**config.mk**
```make
export PLATFORM = sky130hd
export DESIGN_NAME = fpc_engine
export DESIGN_NICKNAME = d
export VERILOG_FILES = /design/src/rtl/fpc_pkg.sv /design/src/rtl/fpc_window.sv /design/src/rtl/fpc_fetch.sv /design/src/rtl/fpc_match.sv /design/src/rtl/fpc_engine.sv
export SDC_FILE = /design/constraint.sdc
export NUM_CORES = 1
export LEC_CHECK = 0
export BUFFER_PORTS_ARGS = -buffer_cell sky130_fd_sc_hd__buf_4
export CAP_MARGIN = 20
export CORE_ASPECT_RATIO = 2
export CORE_MARGIN = 1.5
export CORE_UTILIZATION = 55
export CTS_CLUSTER_DIAMETER = 150
export DETAILED_ROUTE_END_ITERATION = 8
export PLACE_DENSITY = 0.8
export RECOVER_POWER = 25
export SYNTH_ARGS = -nofsm -noshare
export SYNTH_HDL_FRONTEND = slang
export SYNTH_SLANG_ARGS = --single-unit
```
**constraint.sdc**
```tcl
create_clock -name clk -period 2.61 [get_ports clk]
set_input_delay 0.783 -clock clk [delete_from_list [all_inputs] [get_ports clk]]
set_output_delay 0.783 -clock clk [all_outputs]
set_load 0.03 [all_outputs]
```
**src/rtl/fpc_pkg.sv**
```systemverilog
package fpc_pkg;

   // Which neighbours are available to interpolate a replaced pixel
   typedef enum logic [1:0] {
      NB_BOTH  = 2'd0,
      NB_LEFT  = 2'd1,
      NB_RIGHT = 2'd2,
      NB_NONE  = 2'd3
   } nb_sel_e;

   function automatic nb_sel_e pick_nb(input logic first, input logic last);
      if (first && last)
         return NB_NONE;
      else if (first)
         return NB_RIGHT;
      else if (last)
         return NB_LEFT;
      return NB_BOTH;
   endfunction

endpackage

```
**src/rtl/fpc_window.sv**
```systemverilog
module fpc_window
   import fpc_pkg::*;
#(
   parameter int DATA_W   = 10,
   parameter int LINE_W   = 12,
   parameter int PIX_W    = 12,
   parameter int ROUND_UP = 0
) (
   input  logic              clk,
   input  logic              rst_n,
   input  logic              in_valid,
   input  logic              in_sof,
   input  logic              in_sol,
   input  logic              in_eol,
   input  logic              in_eof,
   input  logic [LINE_W-1:0] in_line,
   input  logic [PIX_W-1:0]  in_pix,
   input  logic [DATA_W-1:0] in_data,
   input  logic              fix,
   output logic              s1_valid,
   output logic              s1_eof,
   output logic [LINE_W-1:0] s1_line,
   output logic [PIX_W-1:0]  s1_pix,
   output logic              out_valid,
   output logic              out_sof,
   output logic              out_sol,
   output logic              out_eol,
   output logic              out_eof,
   output logic [DATA_W-1:0] out_data
);

   localparam int SUM_W = DATA_W + 1;

   logic              s1_sof, s1_sol, s1_eol;
   logic [DATA_W-1:0] s1_data;
   logic [DATA_W-1:0] left_q;
   logic [SUM_W-1:0]  pair_sum;
   logic [DATA_W-1:0] mean;
   logic [DATA_W-1:0] repl;
   nb_sel_e           nb;

   // Stage 1: the pixel under test; left_q keeps the previous pixel
   always_ff @(posedge clk or negedge rst_n) begin
      if (!rst_n) begin
         s1_valid <= 1'b0;
         s1_sof   <= 1'b0;
         s1_sol   <= 1'b0;
         s1_eol   <= 1'b0;
         s1_eof   <= 1'b0;
         s1_line  <= '0;
         s1_pix   <= '0;
         s1_data  <= '0;
         left_q   <= '0;
      end else begin
         s1_valid <= in_valid;
         s1_sof   <= in_valid & in_sof;
         s1_sol   <= in_valid & in_sol;
         s1_eol   <= in_valid & in_eol;
         s1_eof   <= in_valid & in_eof;
         s1_line  <= in_line;
         s1_pix   <= in_pix;
         s1_data  <= in_data;
         left_q   <= s1_data;
      end
   end

   // Right neighbour is the live input: lines arrive without gaps
   assign pair_sum = {1'b0, left_q} + {1'b0, in_data};

   generate
      if (ROUND_UP != 0) begin : g_round
         logic [SUM_W-1:0] biased;
         assign biased = pair_sum + 1'b1;
         assign mean   = biased[SUM_W-1:1];
      end else begin : g_trunc
         assign mean = pair_sum[SUM_W-1:1];
      end
   endgenerate

   assign nb = pick_nb(s1_sol, s1_eol);

   always_comb begin
      unique case (nb)
         NB_BOTH:  repl = mean;
         NB_LEFT:  repl = left_q;
         NB_RIGHT: repl = in_data;
         default:  repl = s1_data;
      endcase
   end

   // Stage 2: output register
   always_ff @(posedge clk or negedge rst_n) begin
      if (!rst_n) begin
         out_valid <= 1'b0;
         out_sof   <= 1'b0;
         out_sol   <= 1'b0;
         out_eol   <= 1'b0;
         out_eof   <= 1'b0;
         out_data  <= '0;
      end else begin
         out_valid <= s1_valid;
         out_sof   <= s1_sof;
         out_sol   <= s1_sol;
         out_eol   <= s1_eol;
         out_eof   <= s1_eof;
         out_data  <= fix ? repl : s1_data;
      end
   end

endmodule

```
**src/rtl/fpc_fetch.sv**
```systemverilog
module fpc_fetch #(
   parameter int LINE_W = 12,
   parameter int PIX_W  = 12,
   parameter int CNT_W  = 8
) (
   input  logic              clk,
   input  logic              rst_n,
   input  logic              enable,
   input  logic [CNT_W-1:0]  count,
   input  logic              frame_start,
   input  logic              consume,
   input  logic              fetch_valid,
   input  logic [LINE_W-1:0] fetch_line,
   input  logic [PIX_W-1:0]  fetch_pix,
   output logic              fetch_req,
   output logic [CNT_W-1:0]  fetch_addr,
   output logic              ent_valid,
   output logic [LINE_W-1:0] ent_line,
   output logic [PIX_W-1:0]  ent_pix
);

   localparam logic [CNT_W-1:0] ONE = CNT_W'(1);

   logic [CNT_W-1:0] ptr;      // next list address to request
   logic             pending;  // one request in flight
   logic             drop;     // in-flight answer belongs to an old frame
   logic             have_any;

   assign have_any = enable && (count != '0);

   always_ff @(posedge clk or negedge rst_n) begin
      if (!rst_n) begin
         ptr        <= '0;
         pending    <= 1'b0;
         drop       <= 1'b0;
         fetch_req  <= 1'b0;
         fetch_addr <= '0;
         ent_valid  <= 1'b0;
         ent_line   <= '0;
         ent_pix    <= '0;
      end else begin
         fetch_req <= 1'b0;
         if (frame_start) begin
            ent_valid <= 1'b0;
            ptr       <= '0;
            if (pending && !fetch_valid) begin
               drop <= 1'b1;
            end else begin
               drop    <= 1'b0;
               pending <= 1'b0;
               if (have_any) begin
                  fetch_req  <= 1'b1;
                  fetch_addr <= '0;
                  ptr        <= ONE;
                  pending    <= 1'b1;
               end
            end
         end else if (fetch_valid && pending) begin
            pending <= 1'b0;
            if (drop) begin
               drop <= 1'b0;
               if (have_any) begin
                  fetch_req  <= 1'b1;
                  fetch_addr <= '0;
                  ptr        <= ONE;
                  pending    <= 1'b1;
               end
            end else begin
               ent_valid <= 1'b1;
               ent_line  <= fetch_line;
               ent_pix   <= fetch_pix;
            end
         end else if (consume) begin
            ent_valid <= 1'b0;
            if (enable && (ptr < count)) begin
               fetch_req  <= 1'b1;
               fetch_addr <= ptr;
               ptr        <= ptr + ONE;
               pending    <= 1'b1;
            end
         end
      end
   end

endmodule

```
**src/rtl/fpc_match.sv**
```systemverilog
module fpc_match #(
   parameter int LINE_W = 12,
   parameter int PIX_W  = 12
) (
   input  logic              clk,
   input  logic              rst_n,
   input  logic              enable,
   input  logic              err_clear,
   input  logic              frame_start,
   input  logic              s1_valid,
   input  logic              s1_eof,
   input  logic [LINE_W-1:0] s1_line,
   input  logic [PIX_W-1:0]  s1_pix,
   input  logic              ent_valid,
   input  logic [LINE_W-1:0] ent_line,
   input  logic [PIX_W-1:0]  ent_pix,
   output logic              hit,
   output logic              err_flag
);

   logic halt;      // frame-long lockout after a miss
   logic eof_seen;
   logic active;
   logic same_pos;
   logic behind;
   logic late;

   assign active   = s1_valid && enable && !halt && ent_valid;
   assign same_pos = (ent_line == s1_line) && (ent_pix == s1_pix);
   assign behind   = (ent_line < s1_line) ||
                     ((ent_line == s1_line) && (ent_pix < s1_pix));
   assign hit      = active && same_pos;
   assign late     = active && behind;

   always_ff @(posedge clk or negedge rst_n) begin
      if (!rst_n) begin
         halt     <= 1'b0;
         eof_seen <= 1'b0;
         err_flag <= 1'b0;
      end else begin
         eof_seen <= s1_valid && s1_eof;
         if (frame_start)
            halt <= 1'b0;
         else if (late)
            halt <= 1'b1;
         if (late)
            err_flag <= 1'b1;
         else if (err_clear || eof_seen)
            err_flag <= 1'b0;
      end
   end

endmodule

```
**src/rtl/fpc_engine.sv**
```systemverilog
module fpc_engine #(
   parameter int DATA_W   = 10,
   parameter int LINE_W   = 12,
   parameter int PIX_W    = 12,
   parameter int CNT_W    = 8,
   parameter int ROUND_UP = 0
) (
   input  logic              clk,
   input  logic              rst_n,
   input  logic              cfg_enable,
   input  logic [CNT_W-1:0]  cfg_count,
   input  logic              err_clear,
   input  logic              in_valid,
   input  logic              in_sof,
   input  logic              in_sol,
   input  logic              in_eol,
   input  logic              in_eof,
   input  logic [LINE_W-1:0] in_line,
   input  logic [PIX_W-1:0]  in_pix,
   input  logic [DATA_W-1:0] in_data,
   output logic              fetch_req,
   output logic [CNT_W-1:0]  fetch_addr,
   input  logic              fetch_valid,
   input  logic [LINE_W-1:0] fetch_line,
   input  logic [PIX_W-1:0]  fetch_pix,
   output logic              out_valid,
   output logic              out_sof,
   output logic              out_sol,
   output logic              out_eol,
   output logic              out_eof,
   output logic [DATA_W-1:0] out_data,
   output logic              fpc_err
);

   initial begin
      assert (DATA_W >= 2) else $fatal(1, "DATA_W must be at least 2");
      assert (LINE_W >= 1 && PIX_W >= 1) else $fatal(1, "coordinate widths must be positive");
      assert (CNT_W >= 1 && CNT_W <= 24) else $fatal(1, "CNT_W out of range");
   end

   logic              frame_start;
   logic              s1_valid, s1_eof;
   logic [LINE_W-1:0] s1_line;
   logic [PIX_W-1:0]  s1_pix;
   logic              ent_valid;
   logic [LINE_W-1:0] ent_line;
   logic [PIX_W-1:0]  ent_pix;
   logic              hit;

   assign frame_start = in_valid && in_sof;

   fpc_window #(
      .DATA_W(DATA_W), .LINE_W(LINE_W), .PIX_W(PIX_W), .ROUND_UP(ROUND_UP)
   ) u_window (
      .clk(clk), .rst_n(rst_n),
      .in_valid(in_valid), .in_sof(in_sof), .in_sol(in_sol),
      .in_eol(in_eol), .in_eof(in_eof),
      .in_line(in_line), .in_pix(in_pix), .in_data(in_data),
      .fix(hit),
      .s1_valid(s1_valid), .s1_eof(s1_eof), .s1_line(s1_line), .s1_pix(s1_pix),
      .out_valid(out_valid), .out_sof(out_sof), .out_sol(out_sol),
      .out_eol(out_eol), .out_eof(out_eof), .out_data(out_data)
   );

   fpc_fetch #(
      .LINE_W(LINE_W), .PIX_W(PIX_W), .CNT_W(CNT_W)
   ) u_fetch (
      .clk(clk), .rst_n(rst_n),
      .enable(cfg_enable), .count(cfg_count),
      .frame_start(frame_start), .consume(hit),
      .fetch_valid(fetch_valid), .fetch_line(fetch_line), .fetch_pix(fetch_pix),
      .fetch_req(fetch_req), .fetch_addr(fetch_addr),
      .ent_valid(ent_valid), .ent_line(ent_line), .ent_pix(ent_pix)
   );

   fpc_match #(
      .LINE_W(LINE_W), .PIX_W(PIX_W)
   ) u_match (
      .clk(clk), .rst_n(rst_n),
      .enable(cfg_enable), .err_clear(err_clear), .frame_start(frame_start),
      .s1_valid(s1_valid), .s1_eof(s1_eof), .s1_line(s1_line), .s1_pix(s1_pix),
      .ent_valid(ent_valid), .ent_line(ent_line), .ent_pix(ent_pix),
      .hit(hit), .err_flag(fpc_err)
   );

endmodule

```
* Word level (Yosys, flattened, before mapping)
Index checks and enable logic that the tools add are counted.
** Storage, ports and cells
- Memories kept :: 0
- Bits of input ports :: 76
- Bits in registers :: 111
- Bits in latches :: 0
- ROM bits :: 0
- Word-level logic and storage cells :: 122
- Memory bits (writable) :: 0
- Output and inout bits :: 25
** Cells by class
- Multipliers :: 0
- Shift-type cells :: 0
- Add/sub/neg operators :: 2
- Bitwise gates (word level) :: 6
- Mux-type cells :: 47
- Div/mod/pow operators :: 0
- Equality and inequality tests :: 8
- Reduce and logical (&&, ||, !) cells :: 30
- $lt $le $gt $ge :: 3
** Operator list (count)
- 8-bit 2-to-1 mux :: 14
- 10-bit one-hot mux with 3 select lines :: 1
- 1-bit 2-to-1 mux :: 27
- 12-bit equality test :: 2
- 12-bit < comparator :: 2
- 1-bit logical AND :: 14
- 10-bit by 10-bit adder with 11-bit output :: 1
- 10-bit 2-to-1 mux :: 1
- 8-bit by 1-bit adder with 8-bit output (second input constant) :: 1
- 8-bit < comparator :: 1
- 2-bit 2-to-1 mux :: 4
- 4-bit AND reduction :: 2
- 8-bit nonzero test :: 1
- 3-bit by 2-bit inequality test with 1-bit output (second input constant) :: 2
- 3-bit AND reduction :: 2
- 2-bit nonzero test :: 3
- 3-bit nonzero test :: 2
- 1-bit bitwise AND :: 4
- 3-bit inequality test (second input constant) :: 1
- 2-bit by 1-bit equality test with 1-bit output (second input constant) :: 1
- 2-bit equality test (second input constant) :: 1
- 1-bit logical NOT :: 2
- 2-bit logical NOT :: 1
- 1-bit logical OR :: 2
- 3 further kinds :: 4

* Longest topological paths before layout
Gate-level depths: netlist (run 1).
- Depth in word-level cells :: 7
- Gate-level depth with buffers :: 9
- Gate-level depth less buffers :: 8

* By module
A second synthesis (run 1) with hierarchy kept.
** Second synthesis, totals
- Cell total of the unflattened synthesis :: 492
- Area total of the unflattened synthesis :: 5429.0 sq um
** By module, submodules not included
- fpc_window :: area an instance 2452.4 sq um, times used 1, sequential area each 1601.5 sq um, cells each 198
- fpc_fetch :: area an instance 2213.4 sq um, times used 1, sequential area each 1101.1 sq um, cells each 197
- fpc_match :: area an instance 757.0 sq um, times used 1, sequential area each 75.1 sq um, cells each 96
- fpc_engine :: area an instance 6.3 sq um, times used 1, sequential area each 0.0 sq um, cells each 1

* Worst setup path before layout (run 1)
No wires, ideal clock.
- Kind :: in2reg
- From :: input cfg_count[7]
- To :: register u_fetch.ptr[2]
- Buffers on the path :: 0
- Required time :: 2.490 ns
- Cell stages on the path :: 8
- Data arrival time :: 2.636 ns
- Setup time :: 0.120 ns
- Slack :: -0.147 ns
- Cell sequence :: inv_1 ha_1 and4_1 a2111oi_2 o31ai_1 o31ai_1 a21oi_1 a31o_2
** On the way
- Longest elaborated chain between the ends :: 4
- Elaborated cells on any way between the ends :: 7
- Those cells by class :: order compare: 1; eq/ne: 1; reduce/logical: 5
** RTL lines
- start: declaration :: line fpc_engine.sv:11 : input logic [CNT_W-1:0] cfg_count,
- 8-bit < comparator / 8-bit nonzero test (equally long branches) :: line fpc_fetch.sv:75, fpc_fetch.sv:29
- 1-bit logical AND, on equally long branches :: line fpc_fetch.sv:75, fpc_fetch.sv:29
- 3-bit nonzero test (no line) / 3-bit by 2-bit inequality test with 1-bit output (equally long branches)
- 4-bit AND reduction (no line) *
- end signal: assignment :: line fpc_fetch.sv:78 : ptr <= ptr + ONE;
- end: declaration :: line fpc_fetch.sv:24 : logic [CNT_W-1:0] ptr;
Every way passes the cells marked *; elsewhere a longest branch is shown, timed or not.
A chain may end at the register's enable or synchronous reset.

* Final worst setup path (run 1)
- From :: input in_data[0]
- To :: register u_window.out_data[7]
** On the way
- Longest elaborated chain between the ends :: 3
** RTL lines
- start: declaration :: line fpc_engine.sv:20 : input logic [DATA_W-1:0] in_data,
- 10-bit by 10-bit adder with 11-bit output :: line fpc_window.sv:68 : assign pair_sum = {1'b0, left_q} + {1'b0, in_data};
- 10-bit one-hot mux with 3 select lines :: line fpc_window.sv:83 : unique case (nb)
- 10-bit 2-to-1 mux :: line fpc_window.sv:106 : out_data <= fix ? repl : s1_data;
- end signal: assignment :: line fpc_window.sv:106
- end: declaration :: line fpc_window.sv:29 : output logic [DATA_W-1:0] out_data
Every way passes these cells.

==> results of run 1 <==
## cell families after synthesis
group	count (synthesis)	share of synthesized area, %
AND/OR/NAND/NOR	110	11.5
buffers and inverters	51	3.77
AO/OA/AOI/OAI	105	13.7
XOR/XNOR	6	1.02
multiplexers	28	6.02
flip-flops	111	53.7
adder cells (fa/ha/maj)	42	10.3
## cell type report
| cell class | count | area share, % |
|---|---|---|
| Multi-Input combinational cell | 291 | 34.1 |
| Tap cell | 102 | 1.95 |
| Timing Repair Buffer | 127 | 14.7 |
| Sequential cell | 111 | 42.4 |
| Clock buffer | 9 | 3.43 |
| Clock inverter | 7 | 1.22 |
| Inverter | 39 | 2.23 |
## routing by layer
layer	GRT usage (%)	part of all wire (%)
met5	0	0
met4	8.64	2.3
met3	4.82	4.5
met2	43.9	56
met1	25.5	37
## state kept, by name (all words and copies together) (netlist names), 8 cells and up
| register | flops |
|---|---|
| u_fetch.ent_line | 12 |
| u_fetch.ent_pix | 12 |
| u_fetch.fetch_addr | 8 |
| u_fetch.ptr | 8 |
| u_window.left_q | 10 |
| u_window.out_data | 10 |
| u_window.s1_data | 10 |
| u_window.s1_line | 12 |
| u_window.s1_pix | 12 |
## layout by cell type (no fill, tap or decap), drive strengths merged, types with 4 or more instances in the layout
master	n
dfrtp	111
mux2	25
nor4	4
o21ai	26
a21o	10
clkbuf	40
ha	41
nor2	18
o31ai	5
nand4	8
and3	4
nand2	28
a22o	10
and2	7
nor3	4
nor2b	8
buf	96
inv	42
a21oi	22
nand2b	6
o21a	6
nand3	12
o22ai	4
## power breakdown
part | switching, mW | internal (mW) | total, mW
Clock | 0.627 | 0.757 | 1.38
Combinational | 0.410 | 0.454 | 0.864
Sequential | 0.135 | 1.92 | 2.05
Total | 1.17 | 3.13 | 4.30
## worst reg2reg max path: stages, from the launching register on
cell and delay (ns):
dfrtp_1 0.42, and2_1 0.16, fa_1 0.40, a21o_1 0.22
a221oi_2 0.25, buf_4 0.16, o21ai_1 0.12, xnor2_1 0.17
o21ai_0 0.09, a32o_1 0.28
## through the flow
step                      setup TNS, ns  utilization (%)  cell area [µm²]  power, mW  instances
after floorplan                -0.00604                -             5200       2.60        453
after global placement            -1.27             69.1             6270       2.91        670
after detailed placement          -2.43             69.1             6270       2.95        670
after CTS                             0             72.5             6580       4.34        686
after global routing                  0             72.3             6560       4.53        686
final                                 0             72.3             6560       4.30        686
## repair_timing
action / CTS / global route
hold buffers: 0 / 0
gates resized for setup: 0 / 1
setup endpoints to repair: 0 / 1
## worst paths after layout
kind                            slack [ns]  depth (start not counted)                    end                from
worst min register to register        0.36                          0       u_window.out_sof     u_window.s1_sof
worst min-delay path                  0.36                          0       u_window.out_sof     u_window.s1_sof
worst max-delay path                  0.10                         10   u_window.out_data[7]          in_data[0]
min in group asynchronous             0.89                          1  u_fetch.fetch_addr[4]               rst_n
max in group asynchronous             0.72                          1    u_window.s1_line[0]               rst_n
worst max register to register        0.23                          9   u_window.out_data[7]  u_window.left_q[0]
==> metrics.cfg, run 1 <==
[final_layout]
regArea_mm2 = 0.00278
nets = 697
fillers = 668
multi_input_area_mm2 = 0.00224
antenna_cells = 0
area_delta_synth_final_pct = 26.7
layout-drive-gt1-share_pct = 30.1

[synthesis]
synth_area_mm2 = 0.00518
yosys_warnings = 0
synth-main-ff-cell = dfrtp_1
ys_seq_area_share_pct = 53.7
synth_area_leaders = dfrtp_1 54%, ha_1 9.9%, mux2_2 5.4%
ys_types = 53
synth_area_per_cell_um2 = 11.4
ys_ff_latch = 111
syn_inst = 453
synth_nets = 571
yosysMostFrequentCell = dfrtp_1
synth_top_area_cell = dfrtp_1
synthTopCellsByCount = 111 x dfrtp_1, 41 x ha_1, 39 x inv_1
async_flop_share_pct = 100
yosysTopAreaCellShare_pct = 53.7
synth_edf_count = 0

[floorplanning]
num_rows = 49
die_area_mm2 = 0.0100
io_pins = 101
core-area_mm2 = 0.00907
fp.dieW_um = 71.6
initial_utilization_pct = 57.0
fp.dieH_um = 140

[cts]
postCtsSetupBuffers = 0
cts_max_path_buffers = 2
cts.sinks = 111
cts_htree_levels = 3
clk_pin_slew_ns = 0.07
clkLatencyLatePin_ns = 0.35
cts_tree = built
clockRootBuffer = clkbuf_16
numCtsBuffers = 9

[placed_design]
finalWeightedCongestion = 0.865
dp.final_hpwl_mm = 8.36
port_buffers = 100
place_ws_ns = -0.278

[timing]
setup_ws_ns = 0.104
tightest_slew_ns = 1.74
setup_viol = 0
skew_ns = 0.00475
slew_headroom_pct = -16.2
rsz0062_at_grt = false
drv_slew = 30
min_period_ns = 2.51
hold_viol_final = 0
post-route-period-util_pct = 96.0
max_freq_mhz = 399
whs_ns = 0.357

[global_routing]
grt_use_total_pct = 23.5
grt_overflow_total = 0
antenna_found_initial = 0
grt_pass1_wl_mm = 18.5
first_global_vias = 4114
grt_max_degree = 43

[route]
drt_wl_total_mm = 11.2
vias_per_cell = 5.70
vias = 3909
wl_per_cell_um = 16.3
postRouteAntennaNets = 0
drtIter0Drc = 288
first_pass_iters = 6
remaining_drc_errors = 9

[power_and_ir_drop]
power.leakage_nw = 3.24
vdd.ir_drop.worst_v = 0.000527
p_per_area_mw_per_mm2 = 656

[setup_path]
critPathSlowestCell = fa_1
end_kind = register
start_kind = input pin
critPathBufInv = 2
cp.arrival_ns = 2.75
path_cells = buf_4 -> and2_1 -> fa_1 -> a21o_1 -> a221oi_2 -> buf_4 -> o21ai_1 -> xnor2_1 -> o21ai_0 -> a32o_1
crit_type = input pin to register
cp.required_ns = 2.85
slowest_delay_ns = 0.40
crit_path_frequent_cell = buf_4
critPathTopFamily = compound AO/OA/AOI/OAI gates
worstPathMaxFanout = 2

[outcome]
run_status = finished with violations
violations = design-rule violations, max-capacitance violations, max-slew violations

[hold_path]
hp-class = register to register

[run]
maxCapViolations = 1

Power figures use the tool's default switching activity.
==> run 2, diff against run 1 <==
Settings changed: CELL_PAD_IN_SITES_DETAIL_PLACEMENT set to 2, CELL_PAD_IN_SITES_GLOBAL_PLACEMENT set to 2, CORE_UTILIZATION 55 to 36, CTS_CLUSTER_DIAMETER 150 to not set, SETUP_SLACK_MARGIN set to 0.3.
==> run 2 against run 1 <==
Compared with the run above:
- the flow now finishes without violations
- critical endpoint is now u_fetch.ptr[3]
- critical path depth decreased by 2
- sequential power about the same
- global-route usage decreased by 0.37 points
- clock power about the same
- clock skew increased by 0.00090 ns
- largest cell class unchanged
- combinational power increased by 20%
==> metrics.cfg, run 2 (same netlist as run 1, synthesis figures left out) <==
[power_and_ir_drop]
vdd.ir_drop.worst_v = 0.000297  ; -44%
power.leakage_nw = 3.33  ; +2.6%
combPwrFrac_pct = 23.2  ; +3.1 points
p_per_area_mw_per_mm2 = 642  ; -2.2%
power_frac_seq_pct = 46.3  ; -1.4 points
p_sw_mw = 1.36  ; +16%
pwr-share-clk_pct = 30.5  ; -1.7 points
power_mw = 4.49  ; +4.4%
p_sw_share_pct = 30.2  ; +3.0 points
power.internal_mw = 3.14  ; +0.19%

[timing]
post-route-period-util_pct = 95.7  ; -0.29 points
setup_viol = 0  ; unchanged
skew_ns = 0.00565  ; +0.000896 ns
hold_viol_final = 0  ; unchanged
max_freq_mhz = 400  ; +0.31%
slew_headroom_pct = 22.8  ; +39 points
drv_slew = 0  ; -100%
tightest_slew_ns = 1.16  ; -0.586 ns
min_period_ns = 2.50  ; -0.00762 ns
rsz0062_at_grt = true

[cts]
cts_htree_levels = 3  ; unchanged
cts_hold_buf = 0  ; unchanged
cts.sinks = 111  ; unchanged
clockRootBuffer = clkbuf_16
clkLatencyLatePin_ns = 0.35  ; about the same
numCtsBuffers = 9  ; unchanged
cts_tree = built
clk_pin_slew_ns = 0.08  ; about the same
cts_max_path_buffers = 2  ; unchanged

[route]
drt_wl_total_mm = 17.2  ; +54%
postRouteAntennaNets = 0  ; unchanged
first_pass_iters = 4  ; -2
vias = 4221  ; +8.0%
wl_per_cell_um = 21.8  ; +34%
remaining_drc_errors = 0  ; -9
drtIter0Drc = 91  ; -68%
vias_per_cell = 5.34  ; -6.4%

[global_routing]
grt_max_degree = 45  ; +4.7%
grt_use_total_pct = 23.2  ; -0.37 points
grt_pass1_wl_mm = 26.3  ; +43%
grt_overflow_total = 0  ; unchanged
antenna_found_initial = 0  ; unchanged
first_global_vias = 5089  ; +24%

[setup_path]
critPathSlowestCell = dfrtp_1
cp.depth = 8  ; -2
start_kind = register
r2r_slack_ns = 0.11  ; -0.12 ns
rr_worst_depth = 8  ; -1
crit_path_start = u_fetch.ent_line[6]
critPathTopFamily = simple AND/OR/NAND/NOR gates
path_cells = ha_4 -> nand4_1 -> nor4_2 -> buf_4 -> nand3_4 -> o31a_1 -> or3_4 -> a21oi_4
critPathBufInv = 1  ; -1
cp.arrival_ns = 2.77  ; +0.02 ns
worstPathMaxFanout = 7  ; +5
r2r-start = u_fetch.ent_line[6]
cp.required_ns = 2.88  ; +0.03 ns
end_kind = register
timing.rr.end = u_fetch.ptr[3]
crit_end = u_fetch.ptr[3]
crit_type = register to register
slowest_delay_ns = 0.43  ; +0.03 ns

[placed_design]
finalWeightedCongestion = 0.850  ; -1.7%
dp.final_hpwl_mm = 12.3  ; +48%
port_buffers = 100  ; unchanged
dp.cells = 760  ; +13%

[final_layout]
final_cell_mix = 110 x dfrtp_1, 99 x buf_4, 35 x inv_1
nets = 715  ; +2.6%
layout-drive-gt1-share_pct = 35.9  ; +5.7 points
layout_commonest_cell = dfrtp_1
stdcell_count = 791  ; +15%
antenna_cells = 0  ; unchanged
area_delta_synth_final_pct = 35.3

[floorplanning]
fp.dieW_um = 87.8  ; +23%
die_area_mm2 = 0.0152  ; +51%
num_rows = 61  ; +24%
io_pins = 101  ; unchanged
core-area_mm2 = 0.0140  ; +54%
fp.dieH_um = 173  ; +23%
initial_utilization_pct = 37.1  ; -20 points

[hold_path]
hp-class = register to register

[outcome]
run_status = completed

[run]
maxCapViolations = 0  ; -1

## run 2: worst register-to-register path, stage by stage (launching register included)
cell     delay, ns
dfrtp_1       0.43
ha_4          0.29
nand4_1       0.17
nor4_2        0.33
buf_4         0.18
nand3_4       0.08
o31a_1        0.39
or3_4         0.39
a21oi_4       0.16
## run 2: power by group through the flow
| stage | clock (mW) | combinational, mW | sequential [mW] |
|---|---|---|---|
| 6_report | 1.37 | 1.04 | 2.08 |
| 5_1_grt | 1.48 | 1.15 | 2.11 |
| 4_1_cts | 1.42 | 0.991 | 2.07 |
| 3_5_place_dp | 0 | 0.939 | 2.10 |
| 3_3_place_gp | 0 | 0.871 | 2.08 |
| 2_1_floorplan | 0 | 0.541 | 2.07 |
## run 2: layer usage
metal | up-vias | global-route usage [%] | share of wire [%]
li1 | 1903 | - | -
met1 | 2175 | 22.2 | 33
met2 | 104 | 46.2 | 62
met3 | 39 | 3.05 | 2.4
met4 | 0 | 9.52 | 3.2
met5 | - | 0 | 0
## run 2: area by class of cell
cell class | count | area (µm²)
Fill cell | 1450 | 6970
Sequential cell | 111 | 2780
Multi-Input combinational cell | 292 | 2440
Timing Repair Buffer | 144 | 1100
Clock buffer | 10 | 239
Tap cell | 189 | 236
Inverter | 39 | 154
Clock inverter | 6 | 52.6
## run 2: worst min-delay path by stage
stage | start | end | depth (start not counted)
after floorplan | u_window.s1_sof | u_window.out_sof | 0
after global placement | u_window.s1_sof | u_window.out_sof | 0
after detailed placement | u_window.s1_sof | u_window.out_sof | 0
after CTS | u_window.s1_sof | u_window.out_sof | 0
after global routing | u_window.s1_sof | u_window.out_sof | 0
final | u_window.s1_sof | u_window.out_sof | 0
## run 2: per-stage QoR
stage | hold slack, ns | setup WS, ns | util [%] | area [µm²] | TNS (ns)
2_1_floorplan | 0.331 | 0.0229 | - | 5240 | 0
3_3_place_gp | 0.339 | -0.110 | 46.2 | 6450 | -1.02
3_5_place_dp | 0.341 | -0.220 | 46.2 | 6450 | -2.37
4_1_cts | 0.370 | 0.166 | 49.4 | 6890 | 0
5_1_grt | 0.380 | 0.00506 | 50.1 | 7000 | 0
6_report | 0.368 | 0.112 | 50.1 | 7000 | 0
## run 2: timing repair
action                                  4_1_cts  5_1_grt
endpoints found under the setup margin       25       28
buffers inserted                              8        6
gates resized for setup                      21       22
pin swaps                                    16       14
cloned                                        0        1
hold endpoints to repair                      0        0
==> run 3, diff against run 2 <==
Settings changed: PLACE_DENSITY 0.8 to not set, PLACE_DENSITY_LB_ADDON set to 0.12.
==> run 3 against run 2 <==
Compared with the run above:
- power grew 1.2%
- via count shrank 2.4%
- sequential share of layout area shrank 0.77 points
- count of clock-buffer cells in the layout shrank 1
- combinational power is essentially flat
- wire length shrank 3.9%
- register-to-register slack gained 0.07 ns
- final area grew 2.0%
==> metrics.cfg, run 3 (same netlist as run 1, synthesis figures left out) <==
[outcome]
run_status = completed

[final_layout]
fillers = 1428  ; -1.5%
fin_util_pct = 51.1  ; +0.99 points
stdcell_count = 789  ; -0.25%
layout-drive-gt1-share_pct = 37.3  ; +1.5 points
nets = 713  ; -0.28%
final_cell_mix = 110 x dfrtp_1, 89 x buf_4, 38 x inv_1
area_delta_synth_final_pct = 38.0
antenna_cells = 0  ; unchanged
layout_commonest_cell = dfrtp_1

[floorplanning]
core-area_mm2 = 0.0140  ; unchanged
initial_utilization_pct = 37.1  ; unchanged
fp.dieH_um = 173  ; unchanged
fp.dieW_um = 87.8  ; unchanged
num_rows = 61  ; unchanged
io_pins = 101  ; unchanged
die_area_mm2 = 0.0152  ; unchanged

[setup_path]
crit_type = register to register
end_kind = register
slowest_delay_ns = 0.42  ; about the same
start_kind = register
critPathSlowestCell = dfrtp_1
cp.arrival_ns = 2.66  ; -0.11 ns
crit_path_frequent_cell = buf_6
worstPathMaxFanout = 3  ; -4
path_cells = ha_4 -> nand4_1 -> nor4_2 -> buf_4 -> buf_6 -> buf_6 -> and3_4 -> buf_6 -> buf_6 -> a22o_1 -> a22o_1 -> a21oi_2
cp.required_ns = 2.84  ; -0.04 ns

[cts]
cts.sinks = 111  ; unchanged
cts_max_path_buffers = 2  ; unchanged
clkLatencyLatePin_ns = 0.35  ; about the same
cts_htree_levels = 3  ; unchanged
cts_hold_buf = 0  ; unchanged
clockRootBuffer = clkbuf_16
cts_tree = built
numCtsBuffers = 9  ; unchanged
clk_pin_slew_ns = 0.08  ; about the same

[global_routing]
grt_overflow_total = 0  ; unchanged
grt_util_met1_pct = 21.9  ; -0.31 points
gr-usage-met2_pct = 46.0  ; -0.25 points
first_global_vias = 4916  ; -3.4%
global_route.usage.met3_pct = 3.01  ; -0.048 points
grt_use_total_pct = 22.7  ; -0.44 points
grt_pass1_wl_mm = 26.0  ; -1.2%
grt_most_used_layer = met2
antenna_found_initial = 0  ; unchanged
grt_max_degree = 48  ; +6.7%

[timing]
fin_tns_setup_ns = 0  ; unchanged
drv_slew = 0  ; unchanged
hold_viol_final = 0  ; unchanged
setup_ws_ns = 0.178  ; +0.0659 ns
min_period_ns = 2.43  ; -0.0659 ns
slew_headroom_pct = 16.4  ; -6.4 points
rsz0062_at_grt = true
whs_ns = 0.367  ; -0.00117 ns
max_freq_mhz = 411  ; +2.7%
setup_viol = 0  ; unchanged
skew_ns = 0.0110  ; +0.00530 ns
tightest_slew_ns = 1.25  ; +0.0960 ns
post-route-period-util_pct = 93.2  ; -2.5 points

[route]
remaining_drc_errors = 0  ; unchanged
wl_per_cell_um = 21.0  ; -3.6%
vias_per_cell = 5.22  ; -2.2%
vias = 4118  ; -2.4%
drtIter0Drc = 106  ; +16%
first_pass_iters = 4  ; unchanged
postRouteAntennaNets = 0  ; unchanged
drt_wl_total_mm = 16.6  ; -3.9%

[placed_design]
finalWeightedCongestion = 0.818  ; -3.7%
dp.final_hpwl_mm = 11.8  ; -3.9%
place_ws_ns = -0.288  ; -0.0676 ns
port_buffers = 100  ; unchanged
dp.cells = 760  ; unchanged

[run]
maxCapViolations = 0  ; unchanged

[power_and_ir_drop]
vdd.ir_drop.worst_v = 0.000341  ; +15%
p_per_area_mw_per_mm2 = 637  ; -0.74%
power.leakage_nw = 3.36  ; +1.1%

[hold_path]
hp-class = register to register

==> run 3: layout make-up <==
| type | instances | area, µm² | share of cell area [%] |
|---|---|---|---|
| Inverter | 39 | 154 | 2.16 |
| Multi-Input combinational cell | 292 | 2530 | 35.4 |
| Clock buffer | 9 | 225 | 3.15 |
| Clock inverter | 7 | 75.1 | 1.05 |
| Tap cell | 189 | 236 | 3.31 |
| Timing Repair Buffer | 142 | 1140 | 16.0 |
| Sequential cell | 111 | 2780 | 38.9 |
==> run 3: path summary, 6_finish.rpt <==
| kind | from | endpoint | slack (ns) | cells after the start |
|---|---|---|---|---|
| max | u_fetch.ent_line[6] | u_window.out_data[8] | 0.18 | 12 |
| min | u_window.s1_sof | u_window.out_sof | 0.37 | 0 |
| max reg2reg | u_fetch.ent_line[6] | u_window.out_data[8] | 0.18 | 12 |
| min reg2reg | u_window.s1_sof | u_window.out_sof | 0.37 | 0 |
| max in group asynchronous | rst_n | u_fetch.ptr[6] | 1.10 | 1 |
| min in group asynchronous | rst_n | u_window.s1_pix[6] | 0.68 | 1 |
==> run 3: power breakdown <==
group / switching, mW / leakage, nW / total, mW / internal [mW]
Sequential: 0.157 / 1.36 / 2.08 / 1.92
Clock: 0.676 / 0.151 / 1.43 / 0.757
Combinational: 0.512 / 1.86 / 1.04 / 0.527
==> run 3: per-stage QoR <==
| stage | cell area [µm²] | power, mW |
|---|---|---|
| floorplan | 5240 | 2.61 |
| global route | 7140 | 4.80 |
| CTS | 6990 | 4.55 |
| detailed placement | 6450 | 3.03 |
| global placement | 6450 | 2.95 |
| finish | 7140 | 4.55 |
==> run 3: per-layer routing <==
metal	share of wire (%)	vias up	wire, µm
li1	-	1896	-
met1	34	2120	5660
met2	61	76	10100
met3	2.1	26	341
met4	2.5	0	413
met5	0	-	0
==> run 3: timing repair <==
action / in CTS / in global routing
resized for setup: 34 / 25
endpoints found under the setup margin: 25 / 30
setup buffers: 10 / 2
pin swaps: 16 / 20
cloned: 1 / 0
==> run 3: critical path, delay by kind of cell (launching register included) <==
| family | cells | cell delay [ns] |
|---|---|---|
| buffers and inverters | 5 | 0.58 |
| AOI/OAI and AO/OA | 3 | 0.32 |
| DFF | 1 | 0.42 |
| and+or+nand+nor | 3 | 0.70 |
| adders and majority gates | 1 | 0.28 |
